<file path="config.mk">
export PLATFORM = sky130hd
export DESIGN_NAME = prio_irq_resolver
export DESIGN_NICKNAME = d
export VERILOG_FILES = /design/src/rtl/prio_irq_resolver.sv
export SDC_FILE = /design/constraint.sdc
export NUM_CORES = 1
export LEC_CHECK = 0
export BUFFER_PORTS_ARGS = -buffer_cell sky130_fd_sc_hd__buf_2
export CAP_MARGIN = 20
export CORE_AREA = 4 4 90 92
export CTS_CLUSTER_DIAMETER = 50
export DETAILED_ROUTE_END_ITERATION = 7
export DIE_AREA = 0 0 94 96
export HOLD_SLACK_MARGIN = 0.1
export PLACE_DENSITY = 0.63
export SLEW_MARGIN = 25
export SYNTH_ARGS = -nofsm -noshare
export SYNTH_HDL_FRONTEND = slang
export SYNTH_SLANG_ARGS = --single-unit
</file>
<file path="constraint.sdc">
create_clock -name clk -period 7.31 [get_ports clk]
set_input_delay 0.731 -clock clk [delete_from_list [all_inputs] [get_ports clk]]
set_output_delay 0.731 -clock clk [all_outputs]
set_load 0.01 [all_outputs]
</file>
<file path="src/rtl/prio_irq_resolver.sv">
module prio_irq_resolver #(
  parameter int LINES        = 8,
  parameter int CASCADE_LINE = 2
) (
  input  logic                     clk,
  input  logic                     rst_n,
  input  logic [LINES-1:0]         irq_lines,
  input  logic [LINES-1:0]         trig_lvl,
  input  logic                     mask_we,
  input  logic [LINES-1:0]         mask_wdata,
  input  logic                     spec_mask_en,
  input  logic                     nested_master_en,
  input  logic                     auto_eoi_en,
  input  logic                     rot_auto_en,
  input  logic                     ack_valid,
  input  logic [$clog2(LINES)-1:0] ack_line,
  input  logic                     eoi_valid,
  input  logic                     eoi_specific,
  input  logic [$clog2(LINES)-1:0] eoi_line,
  input  logic                     eoi_rotate,
  input  logic                     lowest_we,
  input  logic [$clog2(LINES)-1:0] lowest_line,
  output logic                     int_out,
  output logic [$clog2(LINES)-1:0] win_line
);
  localparam int IDXW = $clog2(LINES);
  localparam logic [IDXW:0] NONE = (IDXW+1)'(LINES);
  localparam logic [LINES-1:0] CASC_BIT = LINES'(1) << CASCADE_LINE;
  localparam logic [IDXW-1:0] ONE = IDXW'(1);

  logic [LINES-1:0] irr, imr, isr, last;
  logic [IDXW-1:0]  base;
  logic             up;

  function automatic logic [IDXW:0] scan_off(input logic [LINES-1:0] m,
                                             input logic [IDXW-1:0] b);
    logic [IDXW-1:0] idx;
    scan_off = NONE;
    for (int k = LINES-1; k >= 0; k--) begin
      idx = b + IDXW'(k);
      if (m[idx]) scan_off = (IDXW+1)'(k);
    end
  endfunction

  logic [LINES-1:0] pend, svc;
  logic [IDXW:0]    pend_off, svc_off, isr_off;
  logic             fire;

  assign pend     = irr & ~imr;
  assign svc      = isr & (spec_mask_en ? ~imr : '1) & (nested_master_en ? ~CASC_BIT : '1);
  assign pend_off = scan_off(pend, base);
  assign svc_off  = scan_off(svc, base);
  assign fire     = pend_off < svc_off;
  assign int_out  = fire;
  assign win_line = fire ? pend_off[IDXW-1:0] + base : '0;

  logic [LINES-1:0] ack_clr, ack_set, edge_set, eoi_clr, irr_nx, isr_nx;
  logic [IDXW-1:0]  eoi_tgt, base_nx;
  logic             eoi_hit;

  assign isr_off  = scan_off(isr, base);
  assign eoi_tgt  = eoi_specific ? eoi_line : isr_off[IDXW-1:0] + base;
  assign eoi_hit  = eoi_valid && (eoi_specific || isr_off != NONE);
  assign eoi_clr  = eoi_hit ? (LINES'(1) << eoi_tgt) : '0;
  assign ack_clr  = ack_valid ? (LINES'(1) << ack_line) : '0;
  assign ack_set  = (ack_valid && !auto_eoi_en) ? ack_clr : '0;
  assign edge_set = irq_lines & ~last;
  assign irr_nx   = (trig_lvl & irq_lines) | (~trig_lvl & ((irr & ~ack_clr) | edge_set));
  assign isr_nx   = (isr & ~eoi_clr) | ack_set;

  always_comb begin
    base_nx = base;
    if (lowest_we)                                      base_nx = lowest_line + ONE;
    if (eoi_hit && eoi_rotate)                          base_nx = eoi_tgt + ONE;
    if (ack_valid && auto_eoi_en && rot_auto_en)        base_nx = ack_line + ONE;
  end

  always_ff @(posedge clk) begin
    if (!rst_n) begin
      irr  <= '0;
      imr  <= '0;
      isr  <= '0;
      last <= '0;
      base <= '0;
      up   <= 1'b0;
    end else begin
      irr  <= irr_nx;
      isr  <= isr_nx;
      last <= irq_lines;
      base <= base_nx;
      if (mask_we) imr <= mask_wdata;
      up   <= 1'b1;
    end
  end


  edge_hold_chk: assert property (@(posedge clk) disable iff (!rst_n)
    up |-> ((($past(irr) & ~$past(trig_lvl) & ~$past(ack_clr)) & ~irr) == '0));


  level_follow_chk: assert property (@(posedge clk) disable iff (!rst_n)
    up |-> ((irr & $past(trig_lvl)) == ($past(irq_lines) & $past(trig_lvl))));


  fire_pend_chk: assert property (@(posedge clk) disable iff (!rst_n)
    int_out |-> pend[win_line]);


  ack_isr_chk: assert property (@(posedge clk) disable iff (!rst_n)
    (up && $past(ack_valid && !auto_eoi_en)) |-> isr[$past(ack_line)]);


  auto_no_isr_chk: assert property (@(posedge clk) disable iff (!rst_n)
    (up && $past(ack_valid && auto_eoi_en)) |-> !(isr[$past(ack_line)] && !$past(isr[ack_line])));


  auto_rot_chk: assert property (@(posedge clk) disable iff (!rst_n)
    (up && $past(ack_valid && auto_eoi_en && rot_auto_en)) |-> (base == $past(ack_line) + ONE));
endmodule

</file>
# ---- After elaboration in Yosys (flattened, before gate mapping)
# Index checks and enable logic that the tools add are counted.
dict set report totals {
  wordCells 135
  out_inout_bits 4
  reg_bits 35
  inputBits 45
}
dict set report op_classes {
  n_shift 2
  bitwise_logic 16
  n_eq_ne 1
  n_mux 82
  add_sub_neg 12
  n_reduce_logical 8
  n_lt_le_gt_ge 9
}
# operator n
set ops {}
lappend ops {{two-way mux 4 bit} 24}
lappend ops {{binary-select mux 1 bit (select 3 bit)} 24}
lappend ops {{bitwise AND 8 bit} 8}
lappend ops {{inverter 8 bit} 5}
lappend ops {{< comparator 3 x 4 -> 1 bit, second input constant} 8}
lappend ops {{two-way mux 8 bit} 4}
lappend ops {{two-way mux 1 bit} 24}
lappend ops {{bitwise OR 8 bit} 3}
lappend ops {{two-way mux 3 bit} 6}
lappend ops {{left shift 1 x 3 -> 8 bit, first input constant} 2}
lappend ops {{adder 3 x 1 -> 3 bit, second input constant} 4}
lappend ops {{adder 3 bit, second input constant} 4}
lappend ops {{adder 3 x 2 -> 3 bit, second input constant} 2}
lappend ops {{adder 3 bit} 2}
lappend ops {{logical AND 1 bit} 5}
lappend ops {{< comparator 4 bit} 1}
lappend ops {{inequality test 4 bit, second input constant} 1}
lappend ops {{nonzero test 3 bit} 1}
lappend ops {{zero test 1 bit} 1}
lappend ops {{logical OR 1 bit} 1}

# ---- Longest topological paths before layout
dict set report logic_depth {
  depth_word 18
  depth_mapped 23
  mapped_depth_nobuf 18
}

# ---- Least setup slack after synthesis
# No wires, ideal clock.
dict set report synth_path {
  path_type {reg2out}
  startpoint {register base[1]}
  endpoint {output port win_line[1]}
  t_arrival_ps 3877
  setup_slack_ps 2702
  required_time_ps 6579
  stages_incl_launch_ff 17
  path_buffers 4
  cell_sequence {dfxtp_1 > buf_2 > inv_2 > clkbuf_1 > ha_1 > buf_2 > buf_2 > mux4_2 > a211oi_1 > o311ai_1 > and3_1 > ha_1 > a21o_1 > a21oi_1 > nand2_1 > a211o_1 > a21oi_1}
}
dict set report synth_via {
  elab_chain_len 13
  elab_cells_between_ends 58
  cone_classes {add/sub (8); order compare (1); mux (49)}
}
# element line
set synth_rtl {}
lappend synth_rtl {{start: declaration} 32} ;# logic [IDXW-1:0] base;
lappend synth_rtl {{start signal: assignment} 90} ;# base <= base_nx;
lappend synth_rtl {{adder 3 bit} 40} ;# idx = b + IDXW'(k);
lappend synth_rtl {{binary-select mux 1 bit (select 3 bit)} 41} ;# if (m[idx]) scan_off = (IDXW+1)'(k);
lappend synth_rtl {{two-way mux 1 bit (implied by the code)} 41}
lappend synth_rtl {{two-way mux 4 bit (8 in a row)} 41}
lappend synth_rtl {{< comparator 4 bit / adder 3 bit (equally long branches)} {53, 55}}
lappend synth_rtl {{two-way mux 3 bit (*)} 55} ;# assign win_line = fire ? pend_off[IDXW-1:0] + base : '0;
lappend synth_rtl {{end: declaration} 24} ;# output logic [$clog2(LINES)-1:0] win_line
# Every way passes the cells marked *; elsewhere a longest branch is shown, timed or not. The select of a mux whose other input is x is not followed.

# ---- Worst setup path in the final report
dict set report layout_path {
  startpoint {register base[0]}
  endpoint {output port win_line[0]}
}
# The elaborated chain is that of the path after synthesis.

==> flow_metrics.env <==
export IMPL_initial_utilization_pct=46.9
export IMPL_grt_pass1_wl_microns=13700
export IMPL_detailedRoute_firstPassIterationCount=4
export IMPL_n_antenna_cell=0
export IMPL_clk_pin_slew_ns=0.07
export IMPL_die_area_sq_um=9020
export IMPL_largest_net_degree_at_the_start_of_global_routing=43
export IMPL_track_usage_pct=19.0
export IMPL_netlist_top_cells_area="dfxtp_1 (21%), mux4_2 (14%), mux2i_1 (11%), nand2_1 (4.4%), ha_1 (3.0%)"
export IMPL_worstMarginPinSlew_ns=0.779
export IMPL_rrSetupSlack_ns=2.28
export IMPL_utilization_pct=52.4
export IMPL_core_region_area_sq_um=7210
export IMPL_layout_cells_most_common_list="buf_2 (48), nand2_1 (40), mux2i_1 (38), dfxtp_1 (35), mux4_2 (21)"
export IMPL_detail_route_vias_per_cell=5.73
export IMPL_rows=31
export IMPL_layout_worst_path_cycle_share_pct=71.2
export IMPL_tritoncts_num_sinks=35
export IMPL_critPathArrivalTime_ns=4.47
export IMPL_synth_avg_cell_area_sq_um=8.77
export IMPL_hold_viol=0
export IMPL_synth_enable_flop_cells=0
export IMPL_cts_setup_buffers=0
export IMPL_drt_drc_violations_left=0
export IMPL_postSynthNetCount=441
export IMPL_tritoncts="built"
export IMPL_final_setup_skew_ns=0.0104
export IMPL_synthFlopType="dfxtp_1"
export IMPL_report_power_total_uw=725
export IMPL_route_detailed_wl_per_inst_microns=15.7
export IMPL_drt_first_iter_violations=242
export IMPL_slew_headroom_pct=47.7
export IMPL_timing_fmax_mhz=192
export IMPL_nets=478
export IMPL_max_stage_delay_ns=0.73
export IMPL_rsz0062_at_grt="false"
export IMPL_timing_setup_critical_path_class="reg -> out"
export IMPL_path_cells="buf_4, inv_2, ha_1, mux4_2, a211oi_1, o311ai_1, and3_1, ha_1, a21o_1, a21oi_1, nand2_1, a211o_1, a21boi_1, buf_2"
export IMPL_postRouteAntennaNets=0
export IMPL_critical_path_endpoint_type="output pin"
export IMPL_via_count=2998
export IMPL_cts_resized=0
export IMPL_finalWorstPathRequiredPeriod_ns=5.20
export IMPL_io_buffer_count=48
export IMPL_hold_class="reg -> reg"
export IMPL_power_per_cell_area_nw_per_um2=192
export IMPL_crit_required_ns=6.58
export IMPL_peak_vdd_ir_mv=0.100
export IMPL_cts_root_buf="clkbuf_8"
export IMPL_worstSkewPairLatency_ns=0.29
export IMPL_cpMaxStageDelayCell="ha_1"
export IMPL_cts_buffers=5
export IMPL_holdCritStartpoint="base[0]"
export IMPL_synthCells=386
export IMPL_hpwlAfterDp_microns=6530
export IMPL_yosys_warnings=0
export IMPL_place_gp_congestion=0.834
export IMPL_maximum_clock_path_buffer_count=2
export IMPL_yosys_cell_types_count=62
export IMPL_worst_path_fanout_max=36
export IMPL_die_height_microns=96
export IMPL_yosysTopAreaCellShare_pct=20.7
export IMPL_reg2reg_from="base[0]"
export IMPL_layout_cells_most_common="buf_2"
export IMPL_sequential_cell_area_fraction_in_the_yosys_report_pct=20.7
export IMPL_netlist_top_cell_by_area="dfxtp_1"
export IMPL_wirelength_microns=8230
export IMPL_drv_slew=0
export IMPL_holdBufCountCts=0
export IMPL_static_leakage_power_uw=0.00155
export IMPL_io_pins=49
export IMPL_finalSetupViolCount=0
export IMPL_worstSetupStartpointType="register"
export IMPL_h_tree_depth=2
export IMPL_synth_async_sr_flop_share_pct=0
export IMPL_fin_tns_setup_ns=0
export IMPL_critical_path_startpoint="base[0]"
export IMPL_grt_overflow=0
export IMPL_run_status="completed"
export IMPL_critical_path_most_common_cell="ha_1"
export IMPL_grt_pass1_vias=2862
export IMPL_max_cap_violations=0
export IMPL_synth_seq_cells=35
export IMPL_syn_area_sq_um=3390
export IMPL_grt_antenna_before_repair=0
export IMPL_die_x_microns=94
export IMPL_synthToLayoutAreaGrowth_pct=11.7
export IMPL_drive_above_1_share_pct=22.2
## synthesized netlist by cell type (6+ instances only)
library cell  instances
nor2_1               15
nand3b_1              8
and2_1               12
ha_1                  8
nand3_1              15
dfxtp_1              35
o21a_1                7
a21boi_0             10
nor2b_1              13
clkbuf_1             12
inv_1                18
buf_2                 6
nand2_1              40
o21ai_0              17
o21ai_1               7
mux4_2               21
mux2i_1              38
o31ai_1               7
nand2b_1              8
a21oi_1              10
and3_1                6
## worst max-delay path: cells and delay by family (launching register included)
kind / cells / cell delay, ns
buffers and inverters: 3 / 0.77
AND/OR/NAND/NOR: 2 / 0.27
multiplexers: 1 / 0.60
adder cells (fa/ha/maj): 2 / 0.95
flip-flops: 1 / 0.32
AO/OA/AOI/OAI: 6 / 1.25
## path summary, 6_finish.rpt
path,to,cells past startpoint
worst max register to register,base[2],19
worst max-delay path,win_line[0],14
worst min-delay path,base[0],2
worst min register to register,base[0],2
## where the power goes
group,switching [uW],internal [uW],leakage (uW),total [uW]
clock,74.8,103,0.0000548,177
sequential,11.8,202,0.000289,214
combinational,179,154,0.00120,333
total,266,459,0.00155,725
## cells by family after synthesis
logic type | share of synthesized area, %
compound gates | 19.7
xor+xnor | 1.26
fa+ha+maj | 4.14
buf+inv | 5.21
flops | 20.7
mux | 27.9
simple gates | 21.2
## flip-flops by register name (all words and copies together) (netlist names)
signal  cells
imr         8
last        8
isr         8
base        3
irr         8
## layer usage
metal / share of wire (%) / vias to the layer above / track usage, %
met5: 0 / - / 0
met4: 0.85 / 0 / 4.21
met3: 4.1 / 8 / 2.50
met2: 48 / 73 / 32.0
met1: 47 / 1406 / 26.0
li1: - / 1511 / -
## through the flow
step	instance area, sq um	setup slack, ns	instances	hold WS [ns]
floorplan	3390	2.70	386	0.453
global placement	3670	2.41	515	0.462
detailed placement	3670	2.28	515	0.464
CTS	3780	2.07	523	0.477
global route	3780	1.69	523	0.508
finish	3780	2.11	523	0.474
## final cells by class
cell class,instances,area [sq um]
inverter,21,78.8
timing repair buffer,50,255
multi-input combinational,310,2510
fill,731,3430
sequential,35,701
tap,99,124
clock buffer,5,68.8
clock inverter,3,46.3
Note: power is estimated with default switching activity, not from simulation.
